$ cat src/rtl/fsk_framer_pkg.sv
package fsk_framer_pkg;
   typedef enum logic [2:0] {
      FLD_IDLE  = 3'd0,
      FLD_BSYNC = 3'd1,
      FLD_WSYNC = 3'd2,
      FLD_BODY  = 3'd3,
      FLD_TRAIL = 3'd4
   } fld_e;
endpackage

$ cat src/rtl/fsk_payload_buf.sv
module fsk_payload_buf #(
   parameter int BODY_BYTES = 38,
   parameter int AW         = $clog2(BODY_BYTES)
) (
   input  logic          clk,
   input  logic          rst_n,
   input  logic          wr_en,
   input  logic [AW-1:0] wr_addr,
   input  logic [7:0]    wr_data,
   input  logic [AW-1:0] rd_idx,
   output logic [7:0]    rd_byte
);
   localparam int WORDS = (BODY_BYTES + 1) / 2;

   logic [15:0] mem [WORDS];
   logic        in_range;

   assign in_range = (32'(wr_addr) < BODY_BYTES);

   always_ff @(posedge clk or negedge rst_n) begin
      if (!rst_n) begin
         for (int w = 0; w < WORDS; w++) mem[w] <= '0;
      end else if (wr_en && in_range) begin
         if (wr_addr[0]) mem[wr_addr[AW-1:1]][15:8] <= wr_data;
         else            mem[wr_addr[AW-1:1]][7:0]  <= wr_data;
      end
   end

   assign rd_byte = rd_idx[0] ? mem[rd_idx[AW-1:1]][15:8] : mem[rd_idx[AW-1:1]][7:0];

   // writes past the body never disturb what the reader sees
   a_r4_oob_write_ignored: assert property (@(posedge clk) disable iff (!rst_n)
      (wr_en && !in_range) |=> (!$stable(rd_idx) || $stable(rd_byte)));
endmodule

$ cat src/rtl/fsk_field_seq.sv
module fsk_field_seq
   import fsk_framer_pkg::*;
#(
   parameter int SYNC_W     = 16,
   parameter int BODY_BYTES = 38,
   parameter int TRAIL_W    = 24,
   parameter int CW         = 5,
   parameter int BW         = $clog2(BODY_BYTES)
) (
   input  logic          clk,
   input  logic          rst_n,
   input  logic          launch,
   input  logic          adv,
   output fld_e          fld,
   output logic [CW-1:0] cnt,
   output logic [BW-1:0] byte_idx,
   output logic          last
);
   fld_e          fld_q;
   logic [CW-1:0] cnt_q;
   logic [BW-1:0] byte_q;
   logic          moving;

   assign moving = adv && (fld_q != FLD_IDLE);

   always_ff @(posedge clk or negedge rst_n) begin
      if (!rst_n) begin
         fld_q  <= FLD_IDLE;
         cnt_q  <= '0;
         byte_q <= '0;
      end else if (launch && fld_q == FLD_IDLE) begin
         fld_q  <= FLD_BSYNC;
         cnt_q  <= CW'(SYNC_W - 1);
         byte_q <= '0;
      end else if (moving) begin
         if (cnt_q != '0) begin
            cnt_q <= cnt_q - 1'b1;
         end else begin
            unique case (fld_q)
               FLD_BSYNC: begin
                  fld_q <= FLD_WSYNC;
                  cnt_q <= CW'(SYNC_W - 1);
               end
               FLD_WSYNC: begin
                  fld_q  <= FLD_BODY;
                  cnt_q  <= CW'(7);
                  byte_q <= '0;
               end
               FLD_BODY: begin
                  if (byte_q == BW'(BODY_BYTES - 1)) begin
                     fld_q <= FLD_TRAIL;
                     cnt_q <= CW'(TRAIL_W - 1);
                  end else begin
                     byte_q <= byte_q + 1'b1;
                     cnt_q  <= CW'(7);
                  end
               end
               default: fld_q <= FLD_IDLE;
            endcase
         end
      end
   end

   assign fld      = fld_q;
   assign cnt      = cnt_q;
   assign byte_idx = byte_q;
   assign last     = moving && (fld_q == FLD_TRAIL) && (cnt_q == '0);

   // with no strobe the position is frozen, whatever start does
   a_r6_hold_without_strobe: assert property (@(posedge clk) disable iff (!rst_n)
      (fld_q != FLD_IDLE && !adv) |=> ($stable(fld_q) && $stable(cnt_q) && $stable(byte_q)));
endmodule

$ cat src/rtl/fsk_precoder.sv
module fsk_precoder #(
   parameter bit HAS_PRECODER = 1'b1
) (
   input  logic clk,
   input  logic rst_n,
   input  logic clear,
   input  logic adv,
   input  logic en,
   input  logic raw,
   output logic coded
);
   generate
      if (HAS_PRECODER) begin : g_diff
         logic prev_q;
         logic en_q;
         always_ff @(posedge clk or negedge rst_n) begin
            if (!rst_n) begin
               prev_q <= 1'b0;
               en_q   <= 1'b0;
            end else if (clear) begin
               prev_q <= 1'b0;
               en_q   <= en;
            end else if (adv) begin
               prev_q <= coded;
            end
         end
         assign coded = raw ^ (en_q & prev_q);

         // a precoded bit XOR its raw bit is the bit sent before it
         a_r9_diff_relation: assert property (@(posedge clk) disable iff (!rst_n)
            (adv && en_q && !clear) |=> ((coded ^ raw) == $past(coded)));
      end else begin : g_plain
         assign coded = raw;
      end
   endgenerate
endmodule

$ cat src/rtl/fsk_packet_framer.sv
module fsk_packet_framer
   import fsk_framer_pkg::*;
#(
   parameter int                  SYNC_W       = 16,
   parameter logic [SYNC_W-1:0]   BITSYNC_PAT  = 16'hAAAA,
   parameter logic [SYNC_W-1:0]   WORDSYNC_PAT = 16'h54C7,
   parameter int                  BODY_BYTES   = 38,
   parameter int                  TRAIL_W      = 24,
   parameter logic [TRAIL_W-1:0]  TRAIL_PAT    = '0,
   parameter bit                  HAS_PRECODER = 1'b1,
   localparam int                 AW           = $clog2(BODY_BYTES)
) (
   input  logic          clk,
   input  logic          rst_n,
   input  logic          wr_en,
   input  logic [AW-1:0] wr_addr,
   input  logic [7:0]    wr_data,
   input  logic          diff_en,
   input  logic          start,
   input  logic          bit_stb,
   output logic          tx_bit,
   output logic          busy,
   output logic          done
);
   localparam int SCW      = $clog2(SYNC_W);
   localparam int TCW      = $clog2(TRAIL_W);
   localparam int CW       = (TCW > SCW) ? ((TCW > 3) ? TCW : 3) : ((SCW > 3) ? SCW : 3);
   localparam int PKT_BITS = 2 * SYNC_W + 8 * BODY_BYTES + TRAIL_W;
   localparam int PCW      = $clog2(PKT_BITS + 1);

   generate
      if (SYNC_W < 2 || (1 << SCW) != SYNC_W) begin : g_bad_sync
         $error("SYNC_W must be a power of two of at least 2");
      end
      if (BODY_BYTES < 2) begin : g_bad_body
         $error("BODY_BYTES must be at least 2");
      end
      if (TRAIL_W < 2) begin : g_bad_trail
         $error("TRAIL_W must be at least 2");
      end
   endgenerate

   fld_e          fld;
   logic [CW-1:0] cnt;
   logic [AW-1:0] byte_idx;
   logic [7:0]    rd_byte;
   logic          last, launch, adv, raw, coded, done_q;

   assign busy   = (fld != FLD_IDLE);
   assign launch = start && !busy;
   assign adv    = bit_stb && busy;

   fsk_payload_buf #(.BODY_BYTES(BODY_BYTES), .AW(AW)) u_buf (
      .clk(clk), .rst_n(rst_n), .wr_en(wr_en), .wr_addr(wr_addr),
      .wr_data(wr_data), .rd_idx(byte_idx), .rd_byte(rd_byte));

   fsk_field_seq #(.SYNC_W(SYNC_W), .BODY_BYTES(BODY_BYTES), .TRAIL_W(TRAIL_W),
                   .CW(CW), .BW(AW)) u_seq (
      .clk(clk), .rst_n(rst_n), .launch(launch), .adv(adv),
      .fld(fld), .cnt(cnt), .byte_idx(byte_idx), .last(last));

   always_comb begin
      unique case (fld)
         FLD_BSYNC: raw = BITSYNC_PAT[cnt[SCW-1:0]];
         FLD_WSYNC: raw = WORDSYNC_PAT[cnt[SCW-1:0]];
         FLD_BODY:  raw = rd_byte[cnt[2:0]];
         FLD_TRAIL: raw = TRAIL_PAT[cnt[TCW-1:0]];
         default:   raw = 1'b0;
      endcase
   end

   fsk_precoder #(.HAS_PRECODER(HAS_PRECODER)) u_pre (
      .clk(clk), .rst_n(rst_n), .clear(launch), .adv(adv),
      .en(diff_en), .raw(raw), .coded(coded));

   always_ff @(posedge clk or negedge rst_n) begin
      if (!rst_n) done_q <= 1'b0;
      else        done_q <= last;
   end

   assign tx_bit = busy & coded;
   assign done   = done_q;

   // strobe tally used only by the length check below
   logic [PCW-1:0] stb_seen;
   always_ff @(posedge clk or negedge rst_n) begin
      if (!rst_n)      stb_seen <= '0;
      else if (launch) stb_seen <= '0;
      else if (adv)    stb_seen <= stb_seen + 1'b1;
   end

   a_r2_first_bit: assert property (@(posedge clk) disable iff (!rst_n)
      $rose(busy) |-> (tx_bit == BITSYNC_PAT[SYNC_W-1]));
   a_r7_done_single: assert property (@(posedge clk) disable iff (!rst_n)
      done |=> !done);
   a_r7_done_idle: assert property (@(posedge clk) disable iff (!rst_n)
      done |-> !busy);
   a_r5_packet_length: assert property (@(posedge clk) disable iff (!rst_n)
      done |-> (stb_seen == PCW'(PKT_BITS)));
endmodule

$ cat config.mk
export PLATFORM = sky130hd
export DESIGN_NAME = fsk_packet_framer
export DESIGN_NICKNAME = d
export VERILOG_FILES = /design/src/rtl/fsk_framer_pkg.sv /design/src/rtl/fsk_payload_buf.sv /design/src/rtl/fsk_field_seq.sv /design/src/rtl/fsk_precoder.sv /design/src/rtl/fsk_packet_framer.sv
export SDC_FILE = /design/constraint.sdc
export NUM_CORES = 1
export LEC_CHECK = 0
export ABC_CLOCK_PERIOD_IN_PS = 3400
export BUFFER_PORTS_ARGS = -buffer_cell sky130_fd_sc_hd__buf_2
export CELL_PAD_IN_SITES_DETAIL_PLACEMENT = 0
export CELL_PAD_IN_SITES_GLOBAL_PLACEMENT = 2
export CORE_MARGIN = 2
export CORE_UTILIZATION = 50
export DETAILED_ROUTE_END_ITERATION = 8
export PLACE_DENSITY_LB_ADDON = 0.1
export SLEW_MARGIN = 5
export SYNTH_ARGS = -nofsm -noshare
export SYNTH_HDL_FRONTEND = slang
export SYNTH_SLANG_ARGS = --single-unit
$ cat constraint.sdc
create_clock -name clk -period 3.4 [get_ports clk]
set_input_delay 0.34 -clock clk [delete_from_list [all_inputs] [get_ports clk]]
set_output_delay 0.34 -clock clk [all_outputs]
set_load 0.02 [all_outputs]
==> flow_metrics.env <==
export IMPL_status="finished with violations"
export IMPL_violations="negative setup slack"
export IMPL_grt_pass1_wl_um=63340
export IMPL_fmax_mhz=282.3
export IMPL_async_flop_share_pct=100.0
export IMPL_cp_end_kind="output pin"
export IMPL_seq_area_frac_synth_pct=51.99
export IMPL_clkPwrFrac_pct=38.6
export IMPL_max_vdd_ir_drop_uv=433.2
export IMPL_critPathLaunchType="register"
export IMPL_path_clk_slew_ps=60
export IMPL_cts_root_buf="clkbuf_16"
export IMPL_final_hold_violation_count=0
export IMPL_io_buffer_count=22
export IMPL_p_sw_uw=2604
export IMPL_nets=1182
export IMPL_io_pins=23
export IMPL_core_um2=30510
export IMPL_htreeDepth=2
export IMPL_place_gp_congestion=0.8331
export IMPL_cp_required_ps=3060
export IMPL_drive_above_1_share_pct=45.81
export IMPL_routedWlPerCell_um=25.82
export IMPL_pwr_share_comb_pct=15.6
export IMPL_finClkSkew_ps=10.90
export IMPL_synth_ff_latch_count=321
export IMPL_area_growth_pct=13.11
export IMPL_arrival_ps=3200
export IMPL_cts_made_buffers=36
export IMPL_slew_viol_final=0
export IMPL_totalWireLength_um=40720
export IMPL_p_leak_uw=0.007928
export IMPL_num_rows=64
export IMPL_cts_tree="yes"
export IMPL_grt_usage_pct=25.72
export IMPL_num_fill_cells=2542
export IMPL_fin_cells=1577
export IMPL_antennaDiodeCount=0
export IMPL_netlist_cell_type_count=63
export IMPL_die_x_um=179.8
export IMPL_seq_power_share_pct=45.8
export IMPL_cts_buffer_depth=3
export IMPL_worst_setup_path_type="reg2out"
export IMPL_synth_cells=1116
export IMPL_ant_nets=0
export IMPL_initial_core_util_pct=50.64
export IMPL_internal_power_uw=7176
export IMPL_fin_crit_sh_pct=104.2
export IMPL_cap_viol_max_count=0
export IMPL_regArea_um2=8039
export IMPL_min_path_type="in2reg"
export IMPL_die_y_um=179.8
export IMPL_finalSetupTns_ps=-142.4
export IMPL_postSynthAreaPerCell_um2=13.84
export IMPL_setup_violations_final=1
export IMPL_netSwitchingFraction_pct=26.63
export IMPL_rsz0062_at_grt="yes"
export IMPL_powerDensity_nw_per_um2=559.6
export IMPL_synth_edff_count=0
export IMPL_routed_via_density=6.115
export IMPL_hpwl_um=26480
export IMPL_dieArea_um2=32320
export IMPL_fin_crit_ps=3542
export IMPL_dr_total_vias=9644
export IMPL_place_inst=1500
export IMPL_firstDrtPassIters=5
export IMPL_grt_overflow_total=0
export IMPL_clkLatencyLatePin_ps=520
export IMPL_worstPathMaxFanout=11
export IMPL_grt_antenna_before_repair=0
export IMPL_worst_slew_pin_slew_ps=903.0
export IMPL_slew_headroom_pct=39.80
export IMPL_grt_pass1_vias=10019
export IMPL_postSynth_topFlopCell="dfrtp_1"
export IMPL_multi_input_area_um2=7025
export IMPL_grt_max_degree=101
export IMPL_setup_ws_ps=-142.4
export IMPL_design_power_total_uw=9780
export IMPL_ys_warn_count=0
export IMPL_clock_sinks=321
export IMPL_synth_nets=1141
export IMPL_synth_cell_area_um2=15450
export IMPL_route_detailed_drc=0
export IMPL_drtIter0Drc=595
registers in the layout (all words and copies together), names as in the netlist:
name / flops
u_seq.cnt: 5
done: 1
u_seq.fld: 3
u_pre.g_diff.en_q: 1
u_seq.byte_idx: 6
u_buf.mem: 304
u_pre.g_diff.prev_q: 1
final timing paths:
path	from	endpoint	slack [ps]	depth (start not counted)
setup / recovery	u_seq.byte_idx[2]	tx_bit	-140	12
hold / removal	diff_en	u_pre.g_diff.en_q	70	2
setup reg to reg	u_seq.byte_idx[2]	u_pre.g_diff.prev_q	730	10
hold reg to reg	u_buf.mem[176]	u_buf.mem[176]	500	1
max in group asynchronous	rst_n	u_buf.mem[53]	1960	3
min in group asynchronous	rst_n	u_buf.mem[38]	470	2
synth_stat cells, types with 5 or more instances:
cell type	count	area, um2
buf_6	7	78.83
clkbuf_1	49	183.9
o2bb2ai_1	8	70.07
nor2_1	27	101.4
a21oi_1	23	115.1
nand2_1	58	217.7
nor2b_1	5	31.28
and2_1	9	56.30
o2111ai_1	5	43.79
nor2_2	20	125.1
o21ai_0	21	105.1
inv_1	7	26.28
buf_2	12	60.06
ha_1	5	62.56
nand2b_1	5	31.28
dfrtp_1	321	8033
mux4_1	6	157.7
a221oi_1	6	52.55
nor3_1	6	30.03
mux2i_1	58	580.6
nand3b_1	8	60.06
nand3_1	10	50.05
mux2_2	310	3491
o211ai_1	7	52.55
a22oi_1	15	112.6
mux4_2	41	923.4
buf_12	5	100.1
cells by family after synthesis:
kind of cell	Yosys count	share of synthesized area, %
AO/OA/AOI/OAI	116	5.240
flip-flops	321	51.99
multiplexers	415	33.35
adder cells (fa/ha/maj)	5	0.4049
AND/OR/NAND/NOR	174	5.912
buffers and inverters	85	3.102
through the flow:
step | setup WS, ps | hold WS (ps) | cell area [um2] | util (%)
2_1_floorplan | 685.6 | 44.41 | 15450 | -
3_3_place_gp | 94.59 | 448.8 | 16040 | 52.56
3_5_place_dp | 117.4 | 454.4 | 16040 | 52.56
4_1_cts | -85.86 | 59.67 | 17460 | 57.24
5_1_grt | -254.3 | 59.35 | 17480 | 57.28
6_report | -142.4 | 67.42 | 17480 | 57.28
cell type report:
class                      instances  share of cell area [%]
multi-input combinational        710                   40.20
sequential                       321                   46.00
timing repair buffer              81                   4.217
inverter                           7                  0.1504
clock inverter                     9                  0.5012
tap                              396                   2.835
clock buffer                      53                   6.093
worst max-delay path: stages, from the launching register on:
cell and delay [ps]:
dfrtp_4 510, buf_12 150, buf_12 130, buf_4 190
mux4_2 310, mux2i_2 250, o21a_1 150, nand4_1 100
a22oi_2 240, nor3_2 70, a211oi_2 310, buf_4 170
buf_6 100
power by group through the flow:
stage / Combinational [uW] / Clock, uW / Sequential [uW]
2_1_floorplan: 992 / 0 / 4420
3_3_place_gp: 1420 / 0 / 4530
3_5_place_dp: 1440 / 0 / 4540
4_1_cts: 1520 / 3850 / 4470
5_1_grt: 1670 / 4020 / 4530
6_report: 1530 / 3780 / 4470
cell usage in the layout (no fill, tap or decap), drive strengths merged, types with 7 or more instances in the layout:
cell type / netlist / routed
and2: 10 / 10
a22oi: 17 / 17
dfrtp: 321 / 321
a221oi: 7 / 7
mux2: 310 / 310
inv: 7 / 8
nand3b: 8 / 8
nor2: 47 / 47
nand3: 10 / 10
nor3: 9 / 9
o211ai: 7 / 7
o21ai: 24 / 24
mux2i: 58 / 58
nand2: 58 / 58
a21oi: 23 / 23
mux4: 47 / 47
buf: 29 / 80
clkbuf: 49 / 53
o2bb2ai: 8 / 8
layer usage:
metal	up-vias	share of wire (%)	track usage [%]
met2	214	47	40.11
li1	4212	-	-
met3	57	4.2	3.870
met4	0	2.2	6.569
met5	-	0	0
met1	5161	47	38.04
timing repair:
item,4_1_cts,5_1_grt
pin swaps,9,5
gates cloned,1,0
hold buffers,1,0
hold endpoints to repair,95,0
buffers inserted,13,0
endpoints found under the setup margin,1,1
resized for setup,30,2
(Power assumes the default switching activity.)
